$ cat config.mk
export PLATFORM = sky130hd
export DESIGN_NAME = twi_mem_target
export DESIGN_NICKNAME = d
export VERILOG_FILES = /design/src/rtl/twi_mem_pkg.sv /design/src/rtl/twi_line_sync.sv /design/src/rtl/twi_word_ptr.sv /design/src/rtl/twi_mem_target.sv
export SDC_FILE = /design/constraint.sdc
export NUM_CORES = 1
export LEC_CHECK = 0
export BUFFER_PORTS_ARGS = -buffer_cell sky130_fd_sc_hd__buf_2
export CAP_MARGIN = 5
export CELL_PAD_IN_SITES_DETAIL_PLACEMENT = 1
export CELL_PAD_IN_SITES_GLOBAL_PLACEMENT = 1
export CORE_UTILIZATION = 30
export CTS_CLUSTER_DIAMETER = 40
export DETAILED_ROUTE_END_ITERATION = 10
export PLACE_DENSITY_LB_ADDON = 0.1
export SYNTH_ARGS = -nofsm -noshare
export SYNTH_HDL_FRONTEND = slang
export SYNTH_SLANG_ARGS = --single-unit
$ cat constraint.sdc
create_clock -name clk -period 4.8 [get_ports clk]
set_input_delay 0 -clock clk [delete_from_list [all_inputs] [get_ports clk]]
set_output_delay 0 -clock clk [all_outputs]
set_load 0.1 [all_outputs]
$ cat src/rtl/twi_mem_pkg.sv
// Shared constants and state type for the two-wire memory target.
// Assumes bytes are eight bits and the address prefix is fixed.
package twi_mem_pkg;
    localparam int BYTE_W  = 8;
    localparam int STRAP_W = 3;
    localparam logic [3:0] DEV_PREFIX = 4'b1010;

    typedef enum logic [3:0] {
        ST_IDLE,
        ST_DEV,
        ST_DEV_ACK,
        ST_WADR,
        ST_WADR_ACK,
        ST_WDAT,
        ST_WDAT_ACK,
        ST_RDAT,
        ST_RACK
    } twi_state_e;
endpackage

$ cat src/rtl/twi_line_sync.sv
// Multi-flop synchronizer for one bus line. It also gives the previous synchronized value
// for edge detection. Resets to the idle-high bus level. Assumes STAGES >= 2.
module twi_line_sync #(
    parameter int STAGES = 2
) (
    input  logic clk,
    input  logic rst_n,
    input  logic d_i,
    output logic q_o,
    output logic prev_o
);
    logic [STAGES:0] pipe;

    // Shift the raw line through the chain; the extra stage holds the previous value.
    always_ff @(posedge clk) begin
        if (!rst_n) pipe <= '1;
        else        pipe <= {pipe[STAGES-1:0], d_i};
    end

    assign q_o    = pipe[STAGES-1];
    assign prev_o = pipe[STAGES];
endmodule

$ cat src/rtl/twi_word_ptr.sv
// Word pointer. It loads from the word address byte, steps within a page after a write,
// and steps over the whole space after a read. Assumes PW < AW.
module twi_word_ptr #(
    parameter int AW = 8,
    parameter int PW = 3
) (
    input  logic          clk,
    input  logic          rst_n,
    input  logic          load_i,
    input  logic [AW-1:0] load_val_i,
    input  logic          step_page_i,
    input  logic          step_all_i,
    output logic [AW-1:0] ptr_o
);
    logic [AW-1:0] ptr_q;

    // Update the pointer; a load wins over a step.
    always_ff @(posedge clk) begin
        if (!rst_n)           ptr_q <= '0;
        else if (load_i)      ptr_q <= load_val_i;
        else if (step_page_i) ptr_q <= {ptr_q[AW-1:PW], ptr_q[PW-1:0] + 1'b1};
        else if (step_all_i)  ptr_q <= ptr_q + 1'b1;
    end

    assign ptr_o = ptr_q;
endmodule

$ cat src/rtl/twi_mem_target.sv
// Two-wire serial memory target engine. It oversamples SCL and SDA, frames bytes,
// acknowledges them and sequences write, current, random and sequential reads
// against a memory port.
// Assumes: clk is at least 8x the SCL rate; mem_rdata_i is valid within a few clocks
// of a mem_addr_o change; SDA is wired open-drain outside the block.
module twi_mem_target
    import twi_mem_pkg::*;
#(
    parameter int AW          = 8,
    parameter int PW          = 3,
    parameter int SYNC_STAGES = 2
) (
    input  logic               clk,
    input  logic               rst_n,
    input  logic               scl_i,
    input  logic               sda_i,
    input  logic [STRAP_W-1:0] strap_i,
    input  logic               busy_i,
    output logic               sda_oe_o,
    output logic [AW-1:0]      mem_addr_o,
    output logic               mem_we_o,
    output logic [BYTE_W-1:0]  mem_wdata_o,
    input  logic [BYTE_W-1:0]  mem_rdata_i
);
    localparam int CNT_W = $clog2(BYTE_W + 1);
    localparam logic [CNT_W-1:0] FULL_CNT = CNT_W'(BYTE_W);

    logic [1:0] raw_lines, sync_lines, prev_lines;
    logic scl_s, scl_p, sda_s, sda_p;
    logic start_evt, stop_evt, scl_rise, scl_fall;

    twi_state_e        state;
    logic [BYTE_W-1:0] shreg;
    logic [CNT_W-1:0]  bitcnt;
    logic              rw_q, oe_q, we_q;
    logic [BYTE_W-1:0] wdata_q;
    logic              byte_done, addr_hit;
    logic              ptr_load, ptr_page, ptr_all;
    logic [AW-1:0]     ptr;

    assign raw_lines = {sda_i, scl_i};

    for (genvar g = 0; g < 2; g++) begin : g_sync
        twi_line_sync #(.STAGES(SYNC_STAGES)) sync_i (
            .clk    (clk),
            .rst_n  (rst_n),
            .d_i    (raw_lines[g]),
            .q_o    (sync_lines[g]),
            .prev_o (prev_lines[g])
        );
    end

    assign scl_s = sync_lines[0];
    assign scl_p = prev_lines[0];
    assign sda_s = sync_lines[1];
    assign sda_p = prev_lines[1];

    // Bus events: SDA edges while SCL is high frame a transaction, SCL edges move bits.
    assign start_evt = scl_s & scl_p & sda_p & ~sda_s;
    assign stop_evt  = scl_s & scl_p & ~sda_p & sda_s;
    assign scl_rise  = scl_s & ~scl_p;
    assign scl_fall  = ~scl_s & scl_p;

    assign byte_done = (bitcnt == FULL_CNT);
    assign addr_hit  = (shreg[BYTE_W-1 -: 4] == DEV_PREFIX) &&
                       (shreg[STRAP_W:1] == strap_i) && !busy_i;

    // Pointer control: load on word-address accept, page step after a write, full step after a read byte.
    always_comb begin
        ptr_load = scl_fall && byte_done && (state == ST_WADR);
        ptr_page = we_q;
        ptr_all  = scl_fall && byte_done && (state == ST_RDAT);
    end

    twi_word_ptr #(.AW(AW), .PW(PW)) ptr_i (
        .clk         (clk),
        .rst_n       (rst_n),
        .load_i      (ptr_load),
        .load_val_i  (shreg[AW-1:0]),
        .step_page_i (ptr_page),
        .step_all_i  (ptr_all),
        .ptr_o       (ptr)
    );

    // Transaction state machine: bit shifting, acknowledge drive and read data drive.
    always_ff @(posedge clk) begin
        if (!rst_n) begin
            state   <= ST_IDLE;
            shreg   <= '0;
            bitcnt  <= '0;
            rw_q    <= 1'b0;
            oe_q    <= 1'b0;
            we_q    <= 1'b0;
            wdata_q <= '0;
        end else begin
            we_q <= 1'b0;
            if (start_evt) begin
                state  <= ST_DEV;
                bitcnt <= '0;
                oe_q   <= 1'b0;
            end else if (stop_evt) begin
                state <= ST_IDLE;
                oe_q  <= 1'b0;
            end else begin
                unique case (state)
                    ST_DEV, ST_WADR, ST_WDAT: begin
                        if (scl_rise && !byte_done) begin
                            shreg  <= {shreg[BYTE_W-2:0], sda_s};
                            bitcnt <= bitcnt + 1'b1;
                        end
                        if (scl_fall && byte_done) begin
                            if (state == ST_DEV) begin
                                if (addr_hit) begin
                                    oe_q  <= 1'b1;
                                    rw_q  <= shreg[0];
                                    state <= ST_DEV_ACK;
                                end else begin
                                    state <= ST_IDLE;
                                end
                            end else if (state == ST_WADR) begin
                                oe_q  <= 1'b1;
                                state <= ST_WADR_ACK;
                            end else begin
                                oe_q    <= 1'b1;
                                we_q    <= 1'b1;
                                wdata_q <= shreg;
                                state   <= ST_WDAT_ACK;
                            end
                        end
                    end
                    ST_DEV_ACK, ST_WADR_ACK, ST_WDAT_ACK: begin
                        if (scl_fall) begin
                            bitcnt <= '0;
                            oe_q   <= 1'b0;
                            if (state == ST_DEV_ACK && rw_q) begin
                                shreg <= mem_rdata_i;
                                oe_q  <= ~mem_rdata_i[BYTE_W-1];
                                state <= ST_RDAT;
                            end else if (state == ST_DEV_ACK) begin
                                state <= ST_WADR;
                            end else begin
                                state <= ST_WDAT;
                            end
                        end
                    end
                    ST_RDAT: begin
                        if (scl_rise) bitcnt <= bitcnt + 1'b1;
                        if (scl_fall) begin
                            if (byte_done) begin
                                oe_q  <= 1'b0;
                                state <= ST_RACK;
                            end else begin
                                shreg <= {shreg[BYTE_W-2:0], 1'b0};
                                oe_q  <= ~shreg[BYTE_W-2];
                            end
                        end
                    end
                    ST_RACK: begin
                        if (scl_rise && sda_s) begin
                            state <= ST_IDLE;
                        end else if (scl_fall) begin
                            bitcnt <= '0;
                            shreg  <= mem_rdata_i;
                            oe_q   <= ~mem_rdata_i[BYTE_W-1];
                            state  <= ST_RDAT;
                        end
                    end
                    default: ;
                endcase
            end
        end
    end

    assign sda_oe_o    = oe_q;
    assign mem_addr_o  = ptr;
    assign mem_we_o    = we_q;
    assign mem_wdata_o = wdata_q;
endmodule

==> impl_metrics.yaml, run 1 <==
synthesis:
  syn_area_um2: 2290
  yosys_warnings: 0
  yosysSeqAreaShare: 0.359
  ys_ff_latch: 41
  ys_top_cells_by_area: "dfxtp_1, mux2i_1, a21oi_1"
  yosysMostFrequentCell: "dfxtp_1"
  avgSynthCellArea_um2: 8.76
  netlist.area_leader.share: 0.359
  synth_cell_types: 55
  synth_commonest_cells: "dfxtp_1, nor2_1, a21oi_1, mux2i_1, nand2_1"
  synthFlopType: "dfxtp_1"
  async_flop_share: 0
  synth_cells: 261
  synth_area_leader_cell: "dfxtp_1"
  synth_nets: 280
  synth_edf_count: 0
die:
  coreArea_um2: 7290
  initial_core_util: 0.313
  die_height_um: 89.3
  die_width_um: 89.3
  dieArea_um2: 7970
  ios: 34
  rows: 31
setup_path:
  r2r_slack_ns: 2.31
  worstSetupPathType: "reg2reg"
  required_ns: 4.99
  cp.arrival_ns: 2.68
  rr_endpoint: "shreg[7]"
  crit_chain: "and2_1 > nand2_1 > o221ai_1 > a21oi_1 > a311oi_1"
  r2r_cells: 5
  cp_slowest_cell: "o221ai_1"
  r2r_start: "state[2]"
  end_kind: "flop"
  crit_fanout: 18
  startpoint_type: "flop"
  cpPeakStageDelay_ns: 0.89
min_path:
  hold_end: "g_sync[0].sync_i.pipe[0]"
  hp-start: "rst_n"
  min_path_cells: 2
  hold_path_class: "in2reg"
layout:
  drive_gt1_frac: 0.180
  area_growth_pct: 13.6
  filler_cell_count: 912
  diodes: 0
  fin_nets: 308
clock_tree:
  cts_tree: "yes"
  path_clk_slew_ns: 0.08
  htree_levels: 2
  cts_buffer_depth: 2
  cts_sinks: 41
  cts_root_buffer: "clkbuf_8"
  postCtsSetupBuffers: 0
  clk_latency_ns: 0.29
  cts_buffers: 5
timing:
  relSlewSlack: 0.220
  fin_crit_ns: 2.49
  layout_setup_ws_ns: 2.31
  finalClockSkew_ns: 0.00481
  max_freq_mhz: 402
  period_share: 0.518
  slew_violations: 0
  rsz0062_at_grt: "no"
  tns_ns: 0
  hold_viol: 0
  setup_viol: 0
  tightest_slew_ns: 1.17
detailed_routing:
  wl_um: 6290
  vias: 2066
  first_pass_iters: 4
  drt_iter0_markers: 106
  wire_per_inst_um: 16.2
  ant_nets: 0
  via_per_inst: 5.32
  drc_errors: 0
global_route:
  grt_pass1_wl_um: 9980
  grt_pass1_vias: 1848
  grt_use_total: 0.166
  grt_max_degree: 23
  gr-total-overflow: 0
  antenna_found_initial: 0
power:
  ir_worst_vdd_mv: 0.116
  p_leak_nw: 0.976
  power_density_nw_per_um2: 240
place:
  place_ws_ns: 2.31
  gp_congestion: 0.772
  place_hpwl_um: 4590
  port_buffers: 33
flow_run:
  maxCapViolCount: 0
status:
  status: "finished clean"
==> kinds of logic (layout without fill, tap and decap cells) <==
group           count (synthesis)  after routing  synth area share
compound gates                 66             66             0.192
buf+inv                        20             48            0.0465
mux                            22             22            0.0974
fa+ha+maj                       3              3            0.0164
xor+xnor                        7              7            0.0268
simple gates                  102            102             0.262
flops                          41             41             0.359
==> through the flow <==
stage	utilization	hold WS [ns]	power [mW]	cells	cell area [um^2]
5_1_grt	0.356	0.0744	0.652	388	2600
3_5_place_dp	0.342	0.187	0.405	379	2490
2_1_floorplan	-	0.0730	0.389	261	2290
3_3_place_gp	0.342	0.185	0.405	379	2490
4_1_cts	0.356	0.0620	0.636	388	2600
6_report	0.356	0.0638	0.623	388	2600
==> layer usage <==
layer,vias up,global-route usage,part of all wire
met5,-,0,0
met4,0,0.0476,0.012
met3,6,0.0286,0.029
met2,28,0.253,0.45
met1,1004,0.240,0.51
li1,1028,-,-
==> registers in the layout (all words and copies together) (netlist names) <==
name and count:
ptr_i.ptr_o 8, shreg 8, rw_q 1, mem_we_o 1, state 4, sda_oe_o 1, mem_wdata_o 8, g_sync.sync_i.pipe 6
bitcnt 4
==> worst max path at each step <==
stage              startpoint        endpoint  cells after the start  slack, ns
2_1_floorplan  ptr_i.ptr_o[0]  ptr_i.ptr_o[6]                      6       2.68
3_3_place_gp         state[3]       bitcnt[2]                      5       2.38
3_5_place_dp         state[2]        shreg[7]                      5       2.31
4_1_cts              state[2]        shreg[7]                      5       2.28
5_1_grt              state[2]        shreg[7]                      5       2.01
6_report             state[2]        shreg[7]                      5       2.31
==> area by class of cell <==
class	count	area (um^2)	share of cell area
timing repair buffer	36	193	0.0742
clock inverter	1	8.76	0.00337
clock buffer	6	72.6	0.0280
inverter	5	18.8	0.00723
tap	99	124	0.0477
multi-input combinational	200	1360	0.523
sequential	41	821	0.316
==> power breakdown <==
group	leakage (nW)	switching [mW]	internal (mW)
Sequential	0.332	0.0104	0.346
Combinational	0.603	0.0239	0.0180
Clock	0.0412	0.124	0.101
Total	0.976	0.158	0.465
==> repair_timing <==
action	CTS	global route
endpoints found under the hold margin	2	0
resized for setup	0	0
hold buffers	2	0
==> critical path: cells and delay by family (launching register included) <==
kind | cells | cell delay, ns
AO/OA/AOI/OAI | 3 | 1.34
flip-flops | 1 | 0.72
AND/OR/NAND/NOR | 2 | 0.32
==> cells in the final DEF, fill, tap and decap left out, drive strengths merged, types with 4 or more instances in the layout <==
master | synthesis | routed
a21oi | 20 | 20
a311oi | 8 | 8
and3 | 6 | 6
buf | 9 | 34
clkbuf | 6 | 6
dfxtp | 41 | 41
inv | 5 | 5
mux2i | 20 | 20
nand2 | 15 | 15
nand2b | 8 | 8
nand3 | 8 | 8
nor2 | 26 | 26
nor3 | 7 | 7
o21ai | 13 | 13
or4b | 4 | 4
xnor2 | 4 | 4
Note: power is estimated with default switching activity, not from simulation.
==> run 2: changes to the inputs <==
Clock period 4.8 ns to 2.47 ns, I/O delays scaled along.
==> run 2 against run 1 <==
Register-to-register slack got worse by 2.2 ns. Sequential share of layout area decreased by 1.2 points. Die area unchanged. Clock power increased by 100%. Power increased by 99%. Highest routed layer unchanged.
==> impl_metrics.yaml, run 2 (synthesized netlist as in run 1, its figures left out) <==
status:
  status: "finished clean"
power:
  power_density_nw_per_um2: 460
  ir_worst_vdd_mv: 0.301
  p_leak_nw: 1.04
layout:
  final_cell_mix: "dfxtp_1, buf_2, nor2_1"
  ff_latch_area_um2: 821
  area_growth_pct: 17.9
  filler_cell_count: 912
  final_util: 0.370
  layout.cells.most_common: "dfxtp_1"
  diodes: 0
  drive_gt1_frac: 0.219
  multi_input_area_um2: 1360
  fin_nets: 320
die:
  coreArea_um2: 7290
  ios: 34
  die_width_um: 89.3
  die_height_um: 89.3
  rows: 31
  dieArea_um2: 7970
  initial_core_util: 0.313
setup_path:
  end_kind: "flop"
  crit_chain: "inv_1 > ha_1 > and3b_1 > or4b_4 > a211oi_1 > mux2_2 > nor2_1"
  required_ns: 2.71
  cpPeakStageDelay_ns: 0.51
  worstSetupPathType: "reg2reg"
  cp_slowest_cell: "or4b_4"
  startpoint_type: "flop"
  cp.arrival_ns: 2.55
  crit_fanout: 5
clock_tree:
  cts_sinks: 41
  cts_buffers: 5
  clk_latency_ns: 0.30
  path_clk_slew_ns: 0.09
  cts_tree: "yes"
  cts_root_buffer: "clkbuf_8"
  cts_buffer_depth: 2
  htree_levels: 2
detailed_routing:
  ant_nets: 0
  via_per_inst: 5.25
  vias: 2105
  wire_per_inst_um: 16.0
  first_pass_iters: 4
  drc_errors: 0
  wl_um: 6420
  drt_iter0_markers: 117
timing:
  tightest_slew_ns: 0.704
  max_freq_mhz: 432
  slew_violations: 0
  finalClockSkew_ns: 0.00559
  setup_viol: 0
  period_share: 0.938
  tns_ns: 0
  layout_setup_ws_ns: 0.153
  hold_viol: 0
  rsz0062_at_grt: "no"
  fin_crit_ns: 2.32
  relSlewSlack: 0.530
global_route:
  antenna_found_initial: 0
  grt_pass1_wl_um: 10500
  grt_use_total: 0.172
  gr-total-overflow: 0
  grt_pass1_vias: 2043
  grt_max_degree: 23
place:
  gp_congestion: 0.819
  port_buffers: 33
  place_hpwl_um: 4800
  place_ws_ns: 0.202
min_path:
  hold_path_class: "in2reg"
flow_run:
  maxCapViolCount: 0
## run 2: changes by cell type in the layout (fill, tap and decap cells not counted), sizes merged
cell / before / now
inv: 5 / 6
clkinvlp: 0 / 1
buf: 34 / 46
clkbuf: 6 / 5
## run 2: layer usage
layer  global-route usage  share of wire
met1                0.244           0.49
met2                0.273           0.47
met3               0.0286          0.028
met4               0.0418          0.012
met5                    0              0
## run 2: what timing repair did
action,in CTS,in global routing
resized for setup,0,0
buffers inserted,0,0
hold buffers,2,0
endpoints found under the hold margin,2,0
## run 2: worst paths after layout
check / startpoint / endpoint / slack (ns) / depth (start not counted)
worst max-delay path: bitcnt[0] / bitcnt[1] / 0.15 / 7
worst min-delay path: mem_rdata_i[4] / shreg[4] / 0.06 / 3
worst max register to register: bitcnt[0] / bitcnt[1] / 0.15 / 7
worst min register to register: g_sync[1].sync_i.pipe[0] / g_sync[1].sync_i.pipe[1] / 0.41 / 1
## run 2: layout make-up
cell class                      instances  share of cell area
Clock buffer                            5              0.0255
Tap cell                               99              0.0460
Sequential cell                        41               0.305
Inverter                                5             0.00696
Multi-Input combinational cell        200               0.504
Timing Repair Buffer                   48               0.105
Clock inverter                          3             0.00789
## run 2: where the power goes
part | total (mW) | internal, mW | switching, mW
clock | 0.461 | 0.201 | 0.260
sequential | 0.692 | 0.672 | 0.0201
combinational | 0.0868 | 0.0389 | 0.0478
## run 2: per-stage QoR
| stage | hold slack, ns | std cells | power (mW) | cell area (um^2) |
|---|---|---|---|---|
| 3_5_place_dp | 0.187 | 391 | 0.793 | 2580 |
| 2_1_floorplan | 0.0730 | 261 | 0.755 | 2290 |
| 4_1_cts | 0.0546 | 401 | 1.26 | 2700 |
| 6_report | 0.0557 | 401 | 1.24 | 2700 |
| 3_3_place_gp | 0.180 | 391 | 0.792 | 2580 |
| 5_1_grt | 0.0579 | 401 | 1.30 | 2700 |
## run 2: critical path: cells and delay by family (launching register included)
family,cells,cell delay [ns]
mux,1,0.38
simple gates,3,0.77
compound gates,1,0.43
buf+inv,1,0.07
flops,1,0.40
fa+ha+maj,1,0.20
==> run 3: changes to the inputs <==
Settings changed: ABC_AREA set to 1.
==> run 3 against run 2 <==
Hold slack improved by 0.0017 ns. Core utilization down 0.62 points. Sequential cell count is the same. Synthesized cell count increased by 39%. First-iteration DRC count is 16% lower. Routed wire length increased by 4.2%. Critical path depth up 2. Sequential share of layout area is 0.52 points higher. Clock power about the same. Clock skew decreased by 0.0014 ns. Non-clock buffer count fell by 12. Critical endpoint is now ptr_i.ptr_o[0].
==> impl_metrics.yaml, run 3 <==
place:
  port_buffers: 33
  gp_congestion: 0.801
  place_area_um2: 2540
  place_hpwl_um: 5220
  dp_cells: 489
clock_tree:
  cts-resized-gates: 0
  cts_buffer_depth: 2
  postCtsSetupBuffers: 0
  clk_latency_ns: 0.29
  path_clk_slew_ns: 0.08
  cts_sinks: 41
  cts_tree: "yes"
  cts_root_buffer: "clkbuf_8"
  htree_levels: 2
  cts_buffers: 5
  cts.hold.buffers_added: 2
die:
  initial_core_util: 0.313
  coreArea_um2: 7290
  die_width_um: 89.3
  dieArea_um2: 7970
  ios: 34
  die_height_um: 89.3
  rows: 31
setup_path:
  crit_fanout: 11
  cp.arrival_ns: 2.13
  worstSetupPathType: "reg2reg"
  cp_slowest_cell: "nand4_1"
  r2r_slack_ns: 0.52
  cp_common_cell: "inv_1"
  rr_endpoint: "ptr_i.ptr_o[0]"
  startpoint_type: "flop"
  crit_chain: "inv_1 > ha_1 > nand2_1 > nor2_1 > nand4_1 > nand3_1 > inv_1 > o21ai_0 > a21oi_1"
  cpPeakStageDelay_ns: 0.40
  path_buf_inv: 2
  r2r_start: "bitcnt[0]"
  end_kind: "flop"
  critical_path.top_delay_family: "simple AND/OR/NAND/NOR gates"
  required_ns: 2.65
  r2r_cells: 9
timing:
  rsz0062_at_grt: "no"
  max_freq_mhz: 513
  relSlewSlack: 0.601
  setup_viol: 0
  tightest_slew_ns: 0.598
  fin_crit_ns: 1.95
  slew_violations: 0
  hold_viol: 0
  finalClockSkew_ns: 0.00416
  tns_ns: 0
  period_share: 0.788
layout:
  layout.cells.most_common: "nand2_1"
  drive_gt1_frac: 0.168
  finalNonFillerCells: 498
  fin_nets: 418
  diodes: 0
  final_cell_mix: "nand2_1, nor2_1, inv_1"
  area_growth_pct: 16.0
  fin_area_um2: 2650
flow_run:
  maxCapViolCount: 0
synthesis:
  synthFlopType: "dfxtp_1"
  syn_area_um2: 2280
  netlist.area_leader.share: 0.359
  synth_cell_types: 29
  synth_cells: 363
  async_flop_share: 0
  yosysMostFrequentCell: "nand2_1"
  synth_nets: 382
  synth_area_leader_cell: "dfxtp_1"
  synth_commonest_cells: "nand2_1, nor2_1, inv_1"
  synth_edf_count: 0
  avgSynthCellArea_um2: 6.29
  ys_ff_latch: 41
  ys_top_cells_by_area: "dfxtp_1, nand2_1, nor2_1"
  yosysSeqAreaShare: 0.359
  yosys_warnings: 0
min_path:
  hp-start: "mem_rdata_i[5]"
  min_path_cells: 5
  hold_end: "shreg[5]"
  hold_path_class: "in2reg"
detailed_routing:
  via_per_inst: 4.67
  first_pass_iters: 4
  wire_per_inst_um: 13.4
  ant_nets: 0
  drt_iter0_markers: 98
  wl_um: 6690
  vias: 2327
  drc_errors: 0
power:
  clkPwrFrac: 0.172
  netSwitchingFraction: 0.486
  sequentialPowerShare: 0.327
  fin_total_pwr_mw: 2.69
  p_int_mw: 1.38
  power.switching_mw: 1.31
  ir_worst_vdd_mv: 0.333
  power_frac_comb: 0.501
  power_density_nw_per_um2: 1010
  p_leak_nw: 1.36
global_route:
  grt_max_degree: 19
  grt_pass1_vias: 2297
  grt_use_total: 0.185
  antenna_found_initial: 0
  grt_pass1_wl_um: 11200
  gr-total-overflow: 0
status:
  status: "finished clean"
==> run 3: changes by cell type after synthesis, moves of 8 or more <==
cell	previous run	this run
nand2_1	15	107
o21ai_0	13	25
a311oi_1	8	0
mux2i_1	20	0
inv_1	5	43
nor2_1	26	52
nand3_1	8	19
nor2_2	0	8
==> run 3: through the flow <==
step           hold slack (ns)  setup WS (ns)  utilization
6_report                0.0575          0.522        0.363
5_1_grt                 0.0856          0.295        0.363
3_3_place_gp             0.186          0.643        0.348
4_1_cts                 0.0486          0.539        0.363
2_1_floorplan            0.107          0.404            -
3_5_place_dp             0.192          0.547        0.348
==> run 3: cell type report <==
| cell class | instances | area, um^2 |
|---|---|---|
| inverter | 48 | 180 |
| timing repair buffer | 36 | 193 |
| fill | 1005 | 4640 |
| sequential | 41 | 821 |
| clock buffer | 6 | 82.6 |
| multi-input combinational | 267 | 1240 |
| clock inverter | 1 | 7.51 |
| tap | 99 | 124 |
==> run 3: worst register-to-register path, stage by stage, from the launching register on <==
cell and delay [ns]:
dfxtp_1 0.35, inv_1 0.07, ha_1 0.16, nand2_1 0.05, nor2_1 0.17, nand4_1 0.40, nand3_1 0.31, inv_1 0.11
o21ai_0 0.17, a21oi_1 0.06
==> run 3: worst max-delay path by stage <==
stage / end / cells after the start / start / slack, ns
after CTS: ptr_i.ptr_o[0] / 9 / bitcnt[0] / 0.54
after global placement: ptr_i.ptr_o[0] / 9 / bitcnt[0] / 0.64
final: ptr_i.ptr_o[0] / 9 / bitcnt[0] / 0.52
after global routing: mem_wdata_o[7] / 8 / bitcnt[0] / 0.29
after detailed placement: ptr_i.ptr_o[0] / 9 / bitcnt[0] / 0.55
after floorplan: ptr_i.ptr_o[6] / 9 / ptr_i.ptr_o[1] / 0.40
==> run 3: per-layer routing <==
metal,track usage,vias to the layer above,routed length (um)
li1,-,1204,-
met1,0.233,1079,3170
met2,0.328,36,3260
met3,0.0305,8,181
met4,0.0476,0,82
met5,0,-,0
==> run 3: power by group through the flow <==
stage / clock network (mW) / logic, mW / registers (mW)
detailed placement: 0 / 1.36 / 0.894
finish: 0.463 / 1.35 / 0.877
global route: 0.504 / 1.56 / 0.895
global placement: 0 / 1.34 / 0.893
CTS: 0.488 / 1.37 / 0.880
floorplan: 0 / 1.03 / 0.908
==> run 3: logic make-up after synthesis <==
family                   Yosys count  synth area share
AO/OA/AOI/OAI                     53             0.123
XOR/XNOR                           5            0.0192
adder cells (fa/ha/maj)            3            0.0164
buffers and inverters             55            0.0969
flip-flops                        41             0.359
AND/OR/NAND/NOR                  206             0.385
